### src/rtl/iac_pkg.sv
package iac_pkg;
    typedef enum logic [1:0] {
        SLOT_RSVD = 2'd0,
        SLOT_LOW  = 2'd1,
        SLOT_MODE = 2'd2,
        SLOT_DATA = 2'd3
    } slot_e;

    typedef enum logic [1:0] {
        STEP_NONE = 2'd0,
        STEP_UP   = 2'd1,
        STEP_DOWN = 2'd2,
        STEP_RSVD = 2'd3
    } step_e;

    typedef enum logic [1:0] {
        ST_SWEEP = 2'd0,
        ST_IDLE  = 2'd1,
        ST_XFER  = 2'd2
    } state_e;
endpackage

### src/rtl/iac_ptr_step.sv
module iac_ptr_step
    import iac_pkg::*;
#(
    parameter int ADDR_W = 9
) (
    input  logic [ADDR_W-1:0] ptr_i,
    input  logic [1:0]        step_i,
    output logic [ADDR_W-1:0] ptr_o
);
    // wraps naturally in ADDR_W bits
    always_comb begin
        case (step_e'(step_i))
            STEP_UP:   ptr_o = ptr_i + ADDR_W'(1);
            STEP_DOWN: ptr_o = ptr_i - ADDR_W'(1);
            default:   ptr_o = ptr_i;
        endcase
    end
endmodule

### src/rtl/iac_reg_rdmux.sv
module iac_reg_rdmux
    import iac_pkg::*;
#(
    parameter int ADDR_W = 9,
    parameter int DATA_W = 8
) (
    input  logic [1:0]        slot_i,
    input  logic [ADDR_W-1:0] ptr_i,
    input  logic [1:0]        tgt_i,
    input  logic [1:0]        step_i,
    output logic [DATA_W-1:0] rd_o
);
    localparam int HI_W = ADDR_W - 8;
    localparam int PAD  = DATA_W - HI_W - 4;

    always_comb begin
        case (slot_e'(slot_i))
            SLOT_LOW:  rd_o = DATA_W'(ptr_i[7:0]);
            SLOT_MODE: rd_o = {{PAD{1'b0}}, step_i, tgt_i, ptr_i[ADDR_W-1:8]};
            default:   rd_o = '0;
        endcase
    end
endmodule

### src/rtl/indirect_access_ctrl.sv
module indirect_access_ctrl
    import iac_pkg::*;
#(
    parameter int ADDR_W = 9,
    parameter int DATA_W = 8
) (
    input  logic              clk,
    input  logic              rst_n,
    input  logic              host_cs,
    input  logic              host_rd,
    input  logic              host_wr,
    input  logic [1:0]        host_slot,
    input  logic [DATA_W-1:0] host_wdata,
    output logic [DATA_W-1:0] host_rdata,
    output logic              host_done,
    output logic              host_slow,
    output logic              mem_req,
    output logic              mem_we,
    output logic              mem_clr,
    output logic [1:0]        mem_sel,
    output logic [ADDR_W-1:0] mem_addr,
    output logic [DATA_W-1:0] mem_wdata,
    input  logic              mem_ack,
    input  logic [DATA_W-1:0] mem_rdata
);
    localparam int              HI_W = ADDR_W - 8;
    localparam logic [ADDR_W-1:0] LAST = {ADDR_W{1'b1}};

    typedef struct packed {
        state_e            st;
        logic              pend;
        logic [ADDR_W-1:0] ptr;
        logic [1:0]        tgt;
        logic [1:0]        step;
        logic [ADDR_W-1:0] swp;
        logic              xwe;
        logic [DATA_W-1:0] xdata;
        logic [DATA_W-1:0] rdata;
        logic              done;
    } regs_t;

    regs_t q, d;

    logic [ADDR_W-1:0] ptr_nxt;
    logic [DATA_W-1:0] reg_rd;
    logic              strobe;
    logic              slow;

    iac_ptr_step #(.ADDR_W(ADDR_W)) u_step (
        .ptr_i  (q.ptr),
        .step_i (q.step),
        .ptr_o  (ptr_nxt)
    );

    iac_reg_rdmux #(.ADDR_W(ADDR_W), .DATA_W(DATA_W)) u_rdmux (
        .slot_i (host_slot),
        .ptr_i  (q.ptr),
        .tgt_i  (q.tgt),
        .step_i (q.step),
        .rd_o   (reg_rd)
    );

    assign strobe = host_cs && (host_rd || host_wr);
    assign slow   = (q.st == ST_XFER) || q.pend;

    always_comb begin
        d      = q;
        d.done = 1'b0;

        // memory side progress
        case (q.st)
            ST_SWEEP: begin
                if (mem_ack) begin
                    if (q.swp == LAST) begin
                        d.st   = q.pend ? ST_XFER : ST_IDLE;
                        d.pend = 1'b0;
                    end else begin
                        d.swp = q.swp + ADDR_W'(1);
                    end
                end
            end
            ST_XFER: begin
                if (mem_ack) begin
                    if (!q.xwe) d.rdata = mem_rdata;
                    d.done = 1'b1;
                    d.ptr  = ptr_nxt;
                    d.st   = ST_IDLE;
                end
            end
            default: ;
        endcase

        // host side; ignored while a transfer is outstanding
        if (strobe && !slow) begin
            case (slot_e'(host_slot))
                SLOT_LOW: begin
                    if (host_wr) d.ptr[7:0] = host_wdata[7:0];
                    else         d.rdata    = reg_rd;
                    d.done = 1'b1;
                end
                SLOT_MODE: begin
                    if (host_wr) begin
                        d.ptr[ADDR_W-1:8] = host_wdata[HI_W-1:0];
                        d.tgt             = host_wdata[HI_W+1:HI_W];
                        d.step            = host_wdata[HI_W+3:HI_W+2];
                    end else begin
                        d.rdata = reg_rd;
                    end
                    d.done = 1'b1;
                end
                SLOT_DATA: begin
                    d.xwe   = host_wr;
                    d.xdata = host_wdata;
                    // d.st already reflects a sweep ending this cycle
                    if (d.st == ST_SWEEP) d.pend = 1'b1;
                    else                  d.st   = ST_XFER;
                end
                default: begin
                    if (!host_wr) d.rdata = '0;
                    d.done = 1'b1;
                end
            endcase
        end
    end

    always_ff @(posedge clk or negedge rst_n) begin
        if (!rst_n) q <= '0;
        else        q <= d;
    end

    assign host_rdata = q.rdata;
    assign host_done  = q.done;
    assign host_slow  = slow;
    assign mem_req    = (q.st != ST_IDLE);
    assign mem_clr    = (q.st == ST_SWEEP);
    assign mem_we     = (q.st == ST_SWEEP) || q.xwe;
    assign mem_sel    = (q.st == ST_SWEEP) ? 2'b00 : q.tgt;
    assign mem_addr   = (q.st == ST_SWEEP) ? q.swp : q.ptr;
    assign mem_wdata  = (q.st == ST_SWEEP) ? '0 : q.xdata;
endmodule

### config.mk
export PLATFORM = sky130hd
export DESIGN_NAME = indirect_access_ctrl
export DESIGN_NICKNAME = d
export VERILOG_FILES = /design/src/rtl/iac_pkg.sv /design/src/rtl/iac_ptr_step.sv /design/src/rtl/iac_reg_rdmux.sv /design/src/rtl/indirect_access_ctrl.sv
export SDC_FILE = /design/constraint.sdc
export NUM_CORES = 1
export LEC_CHECK = 0
export BUFFER_PORTS_ARGS = -buffer_cell sky130_fd_sc_hd__buf_4
export CORE_ASPECT_RATIO = 1.4
export CORE_MARGIN = 4
export CORE_UTILIZATION = 59
export DETAILED_ROUTE_END_ITERATION = 10
export GPL_ROUTABILITY_DRIVEN = 0
export GPL_TIMING_DRIVEN = 0
export PLACE_DENSITY = 0.86
export SYNTH_ARGS = -nofsm -noshare
export SYNTH_HDL_FRONTEND = slang
export SYNTH_SLANG_ARGS = --single-unit
export TNS_END_PERCENT = 50
### constraint.sdc
create_clock -name clk -period 4.6 [get_ports clk]
set_input_delay 0.92 -clock clk [delete_from_list [all_inputs] [get_ports clk]]
set_output_delay 0.92 -clock clk [all_outputs]
set_load 0.05 [all_outputs]
# Word-level counts from Yosys, hierarchy flattened
# Index checks and enable logic that the tools add are counted.
[classes] addsub=3 eq_ne=8 n_mux=30 bitwise_logic=1 n_reduce_logical=12
[ops] op="two-way mux 8 bit" count=7
[ops] op="two-way mux 9 bit" count=6
[ops] op="case mux 9 bit (2 select lines)" count=2
[ops] op="adder 9 x 1 -> 9 bit (second input constant)" count=2
[ops] op="two-way mux 16 bit" count=1
[ops] op="equality test 9 bit (second input constant)" count=1
[ops] op="two-way mux 3 bit" count=3
[ops] op="subtractor 9 x 1 -> 9 bit (second input constant)" count=1
[ops] op="equality test 2 bit (second input constant)" count=4
[ops] op="two-way mux 2 bit" count=4
[ops] op="two-way mux 4 bit" count=2
[ops] op="AND reduction 3 bit" count=2
[ops] op="equality test 2 x 1 -> 1 bit (second input constant)" count=2
[ops] op="logical NOT 2 bit" count=2
[ops] op="two-way mux 1 bit" count=4
[ops] op="case mux 2 bit (2 select lines)" count=1
[ops] op="logical OR 1 bit" count=3
[ops] op="logical AND 1 bit" count=2
[ops] op="inequality test 2 x 1 -> 1 bit (second input constant)" count=1
[ops] op="AND reduction 2 bit" count=1
[ops] op="OR reduction 2 bit" count=1
[ops] op="logical NOT 1 bit" count=1
[ops] op="inverter 1 bit" count=1
[word_totals] ff_bits=43 inputBits=24 output_inout_bits=32 elab_cells=64

# Depth between registers and ports, before layout
[logic_depth] word_depth=8 depth_mapped=12 depth_no_buf=10

# Modules after synthesis
# Synthesis repeated with hierarchy kept, for this count alone.
[unflattened] cells_unflattened=299 hier_area_um2=3022.9
[modules_own_cells] mod="indirect_access_ctrl" instances=1 cells_each=189 area_each_um2=2268.4 seq_area_each_um2=1076.0
[modules_own_cells] mod="iac_ptr_step" instances=1 cells_each=92 area_each_um2=638.1 seq_area_each_um2=0.0
[modules_own_cells] mod="iac_reg_rdmux" instances=1 cells_each=18 area_each_um2=116.4 seq_area_each_um2=0.0

# Worst setup path after synthesis
# Ideal clock, no wire load.
[synth_path] path_type="reg-to-output" from="register q[42] (netlist name)" to="output mem_wdata[1]" arrival_time_ns=1.858 required_ns=3.680 slack_ns=1.822 stages_incl_launch_ff=5 n_path_buf=2 cell_sequence="dfrtp_1 buf_2 nor2_1 clkbuf_1 nor2b_1"
[synth_between] elab_chain_cells=2
[synth_rtl] item="start: declaration" line="indirect_access_ctrl.sv:42" text="regs_t q, d;"
[synth_rtl] item="start signal: assignment" line="indirect_access_ctrl.sv:127" text="if (!rst_n) q <= '0;"
[synth_rtl] item="start signal: assignment" line="indirect_access_ctrl.sv:128" text="else q <= d;"
[synth_rtl] item="logical NOT 2 bit"
[synth_rtl] item="via mem_clr" line="indirect_access_ctrl.sv:19" text="output logic mem_clr,"
[synth_rtl] item="two-way mux 8 bit" line="indirect_access_ctrl.sv:139" text="assign mem_wdata = (q.st == ST_SWEEP) ? '0 : q.xdata;"
[synth_rtl] item="end: declaration" line="indirect_access_ctrl.sv:22" text="output logic [DATA_W-1:0] mem_wdata,"
# The timed path passes the listed nets, and every way through them passes these cells.

# Worst setup path in the final report
[layout_path] from="register q[42] (netlist name)" to="output mem_addr[4]"
[layout_between] elab_chain_cells=2
[layout_rtl] item="logical NOT 2 bit" line="indirect_access_ctrl.sv:138" text="assign mem_addr = (q.st == ST_SWEEP) ? q.swp : q.ptr;"
[layout_rtl] item="two-way mux 9 bit" line="indirect_access_ctrl.sv:138"
[layout_rtl] item="end: declaration" line="indirect_access_ctrl.sv:21" text="output logic [ADDR_W-1:0] mem_addr,"
# No other way between the ends.

==> results.txt <==
The number of iterations in the first detailed-routing pass came out at 7. The reported max-cap violation count came out at 0. The maximum clock rate came out at between 300 and 400 MHz. The antenna violation net count after detailed routing is 0.

The clock passes through at most 2 buffers. In this design, the stage delay of the slowest critical-path cell is ~0.49 ns. Setup repair after global routing left no endpoint under its margin.

The largest net degree at the start of global routing is between 40 and 50. The number of pins exceeding their max-slew limit in the final report is 0. Of the total synthesized cell area, the portion taken by AND, OR, NAND and NOR gates is 0.1685. The routed wire length per instance is 16.14 um. The static leakage came out at approximately 1.5 nW.

The critical-path maximum fanout came out at 10. Fill cells in the final layout number 368. The finished cells cover 3318 um^2. The number of failing hold endpoints at the final stage came out at 0.

The die extent in x is approximately 66 um. The placed wire-length estimate after detailed placement is between 4000 and 5000 um. The total number of vias is 2301. Of the post-synthesis cell area, the part taken by muxes is 0.1530. Between clock sinks in the finished design, the worst skew comes to 0.009839 ns. Buffers inserted to repair hold after CTS numbered 0. The number of vias per cell after detailed routing came out at around 5.7. The die covers about 5800 um^2. IR analysis of the VDD net gives a maximum drop of ~0.00038 V. The signal on the critical path passes through buf_2 > nor2_1 > clkbuf_1 > mux2_2 > buf_4. The routed design has 6505 um of wire. The required time at the worst-slack endpoint is between 3 and 4 ns. The critical register-to-register path endpoint is q[39]. Of the total synthesized cell area, the portion taken by XOR and XNOR cells is 0.05753. The first global-routing pass estimated 10900 um of wire. The transition at the pin with the smallest max-transition slack is between 0.6 and 0.7 ns.

The clock tree from TritonCTS is built. On the critical path, the stage with the largest delay is an instance of sky130_fd_sc_hd__clkbuf_1. The number of diodes added for antenna fixing is 0. The number of levels in the clock H-tree is 2. The initial antenna violation count is 0. The number of flip-flops and latches in the synthesized netlist is between 40 and 50. The post-cts gate resize count came out at 0. The critical path in this run is classified as register to primary output.

During synthesis, Yosys emitted a total of 0 warnings. The post-route setup TNS came out at 0 ns. The via count of the first global-routing pass came out at approximately 2300.

The end of the critical path is mem_addr[4]. The complex-gate fraction of the synthesized area came out at 0.1192. The number of flops mapped to enable cells by yosys is 0. The final period demand of the worst path is 3.194 ns. The effective utilization at floorplan came out at 0.6090.

The power density of the placed cells came out at roughly 550 nW/um^2. The path class of the tightest hold or removal check is register to register. The total global routing track utilization came out at 0.2467.

The register clock-pin slew on the reported worst setup and hold paths is 0.07 ns. Setup violations remaining at the end of the flow were counted as 0. Compared with the post-synthesis result, the final layout area differs by 21.10%. The final reports fail on design-rule violations. The cell area after synthesis is around 2700 um^2. The arrival time of data at the critical path endpoint is about 2.3 ns.

During placement, the flow inserted port buffers numbering 55. In this run the critical register-to-register path is launched from q[27]. The portion of the post-synthesis area used by sequential elements is 0.3927. Tracing the worst setup path back leads to its startpoint at q[42].

Summing all placed instances gives a cell area of 3231 um^2. The region available for standard cell placement spans 4499 um^2. The number of buffers inserted during clock tree synthesis is 5. The number of placement rows came out at 29. The number of DRC markers after the initial detailed-route iteration is 89. The number of cells produced by synthesis came out at between 200 and 300. The worst setup path is captured at a primary output. The layout cell share with drive strength beyond 1 is 0.3314.

At the later pin of the worst-skew pair, clock insertion delay measures about 0.29 ns. After the last flow step, the layout net total stands at approximately 370. The post-synth net total is ~310. The worst setup path is launched from a register. The headroom to the max-slew limit is 0.5577. The slack of the worst reg-to-reg path is around 1.6 ns. For this run the aggregate overflow at the end of global routing stands at 0. The clock root buffer is sky130_fd_sc_hd__clkbuf_8. The number of different library cells used by synthesis comes to 52. The largest family of logic cells by synthesized area is simple AND/OR/NAND/NOR gates. Counting cells, the worst reg-to-reg path comes to 12. After detailed routing, the number of remaining DRC violations is 1. After synthesis, the mean cell area works out to about 10 um^2. The share of the clock period used by the worst path after layout came out at 0.6944. The number of setup buffers added after CTS came out at 0. The number of I/O pins came out at 56. The flow ran to the end, but the final reports show violations. The sink count of the clock tree came out at 43.

The height of the die is around 89 um. The arithmetic-cell share of the synthesized area counting full adders, half adders and majority gates came out at 0.04110. The dominant synthesized flop cell is sky130_fd_sc_hd__dfrtp_1. For this run, asynchronously set or reset flops after synthesis account for 1.000.
## kinds of logic after synthesis
kind of cell               after synthesis
muxes                                   39
buffers and inverters                   37
xor gates and xnor gates                18
DFF                                     43
adders and majority gates                9
and+or+nand+nor                         82
AOI/OAI and AO/OA                       51
## registers in the layout, indices dropped and copies added (netlist names)
signal,flops
q,34
host_done,1
host_rdata,8
## cell usage after synthesis (5+ instances only)
cell type	instances	area share
sky130_fd_sc_hd__clkbuf_1	10	0.014
sky130_fd_sc_hd__inv_1	8	0.011
sky130_fd_sc_hd__a21oi_1	16	0.029
sky130_fd_sc_hd__mux2_2	23	0.095
sky130_fd_sc_hd__o22ai_1	5	0.011
sky130_fd_sc_hd__o21ai_0	12	0.022
sky130_fd_sc_hd__buf_2	8	0.015
sky130_fd_sc_hd__dfrtp_1	43	0.39
sky130_fd_sc_hd__nor2_1	22	0.030
sky130_fd_sc_hd__xnor2_1	11	0.035
sky130_fd_sc_hd__nand4_1	6	0.014
sky130_fd_sc_hd__nand2_1	15	0.021
sky130_fd_sc_hd__nor2b_1	13	0.030
sky130_fd_sc_hd__buf_4	8	0.022
sky130_fd_sc_hd__ha_1	9	0.041
sky130_fd_sc_hd__mux2i_1	16	0.058
sky130_fd_sc_hd__xor2_1	7	0.022
## power by group
group          switching [mW]  total [mW]  leakage [nW]  internal [mW]
Sequential              0.109       0.627         0.528          0.518
Combinational           0.558       0.947         0.923          0.389
Clock                   0.124       0.242        0.0470          0.118
Total                   0.792        1.82          1.50           1.02
## worst min path at each step
stage                     start    end  slack (ns)  cells past startpoint
after floorplan           q[22]  q[22]        0.45                      1
after global placement    q[22]  q[22]        0.48                      1
after detailed placement  q[13]  q[13]        0.49                      1
after CTS                 q[13]  q[13]        0.50                      1
after global routing      q[13]  q[13]        0.53                      1
final                     q[13]  q[13]        0.50                      1
## metrics by stage
step                      power [mW]  worst slack [ns]  hold WS [ns]  instances  utilization
after global placement         1.539             1.676        0.4792        396       0.7180
after CTS                      1.820             1.417        0.5045        403       0.7375
after detailed placement       1.569             1.643        0.4868        396       0.7180
after floorplan                1.321             1.822        0.4545        279            -
after global routing           1.936             1.263        0.5289        403       0.7375
final                          1.817             1.406        0.5006        403       0.7375
## metal layers
| metal | up-vias | routed length [um] | share of wire | track usage |
|---|---|---|---|---|
| met2 | 87 | 3471 | 0.53 | 0.4442 |
| met3 | 15 | 341 | 0.052 | 0.04828 |
| met1 | 1105 | 2528 | 0.39 | 0.2837 |
| met5 | - | 0 | 0 | 0 |
| met4 | 0 | 164 | 0.025 | 0.1038 |
| li1 | 1094 | - | - | - |
## area by class of cell
type,count,area [um^2],area share
well taps,62,77.57,0.02338
plain buffers,28,152.6,0.04600
multi-input cells,199,1478,0.4453
flip-flops and latches,43,1076,0.3243
inverters,9,33.78,0.01018
repair buffers,55,412.9,0.1244
clock inverters,1,5.005,0.001508
clock buffers,6,82.58,0.02489
## critical path, delay by kind of cell, from the launching register on
kind	cells	cell delay, ns
buffers and inverters	3	0.85
flip-flops	1	0.36
multiplexers	1	0.42
AND/OR/NAND/NOR	1	0.35
## placed cells by master (no fill, tap or decap), types with 2 or more instances in the layout
cell type	n
sky130_fd_sc_hd__buf_4	63
sky130_fd_sc_hd__dfrtp_1	43
sky130_fd_sc_hd__mux2_2	23
sky130_fd_sc_hd__nor2_1	22
sky130_fd_sc_hd__mux2i_1	16
sky130_fd_sc_hd__a21oi_1	16
sky130_fd_sc_hd__nand2_1	15
sky130_fd_sc_hd__nor2b_1	13
sky130_fd_sc_hd__o21ai_0	12
sky130_fd_sc_hd__xnor2_1	11
sky130_fd_sc_hd__clkbuf_1	10
sky130_fd_sc_hd__ha_1	9
sky130_fd_sc_hd__buf_2	8
sky130_fd_sc_hd__inv_1	8
sky130_fd_sc_hd__xor2_1	7
sky130_fd_sc_hd__nand4_1	6
sky130_fd_sc_hd__clkbuf_8	6
sky130_fd_sc_hd__o22ai_1	5
sky130_fd_sc_hd__nand3_1	3
sky130_fd_sc_hd__o2bb2ai_1	3
sky130_fd_sc_hd__a21o_1	3
sky130_fd_sc_hd__a31oi_1	3
sky130_fd_sc_hd__and3_1	2
sky130_fd_sc_hd__nor3_1	2
sky130_fd_sc_hd__nor4_1	2
sky130_fd_sc_hd__or2_2	2
No activity file was read; power rests on OpenSTA's default activity.
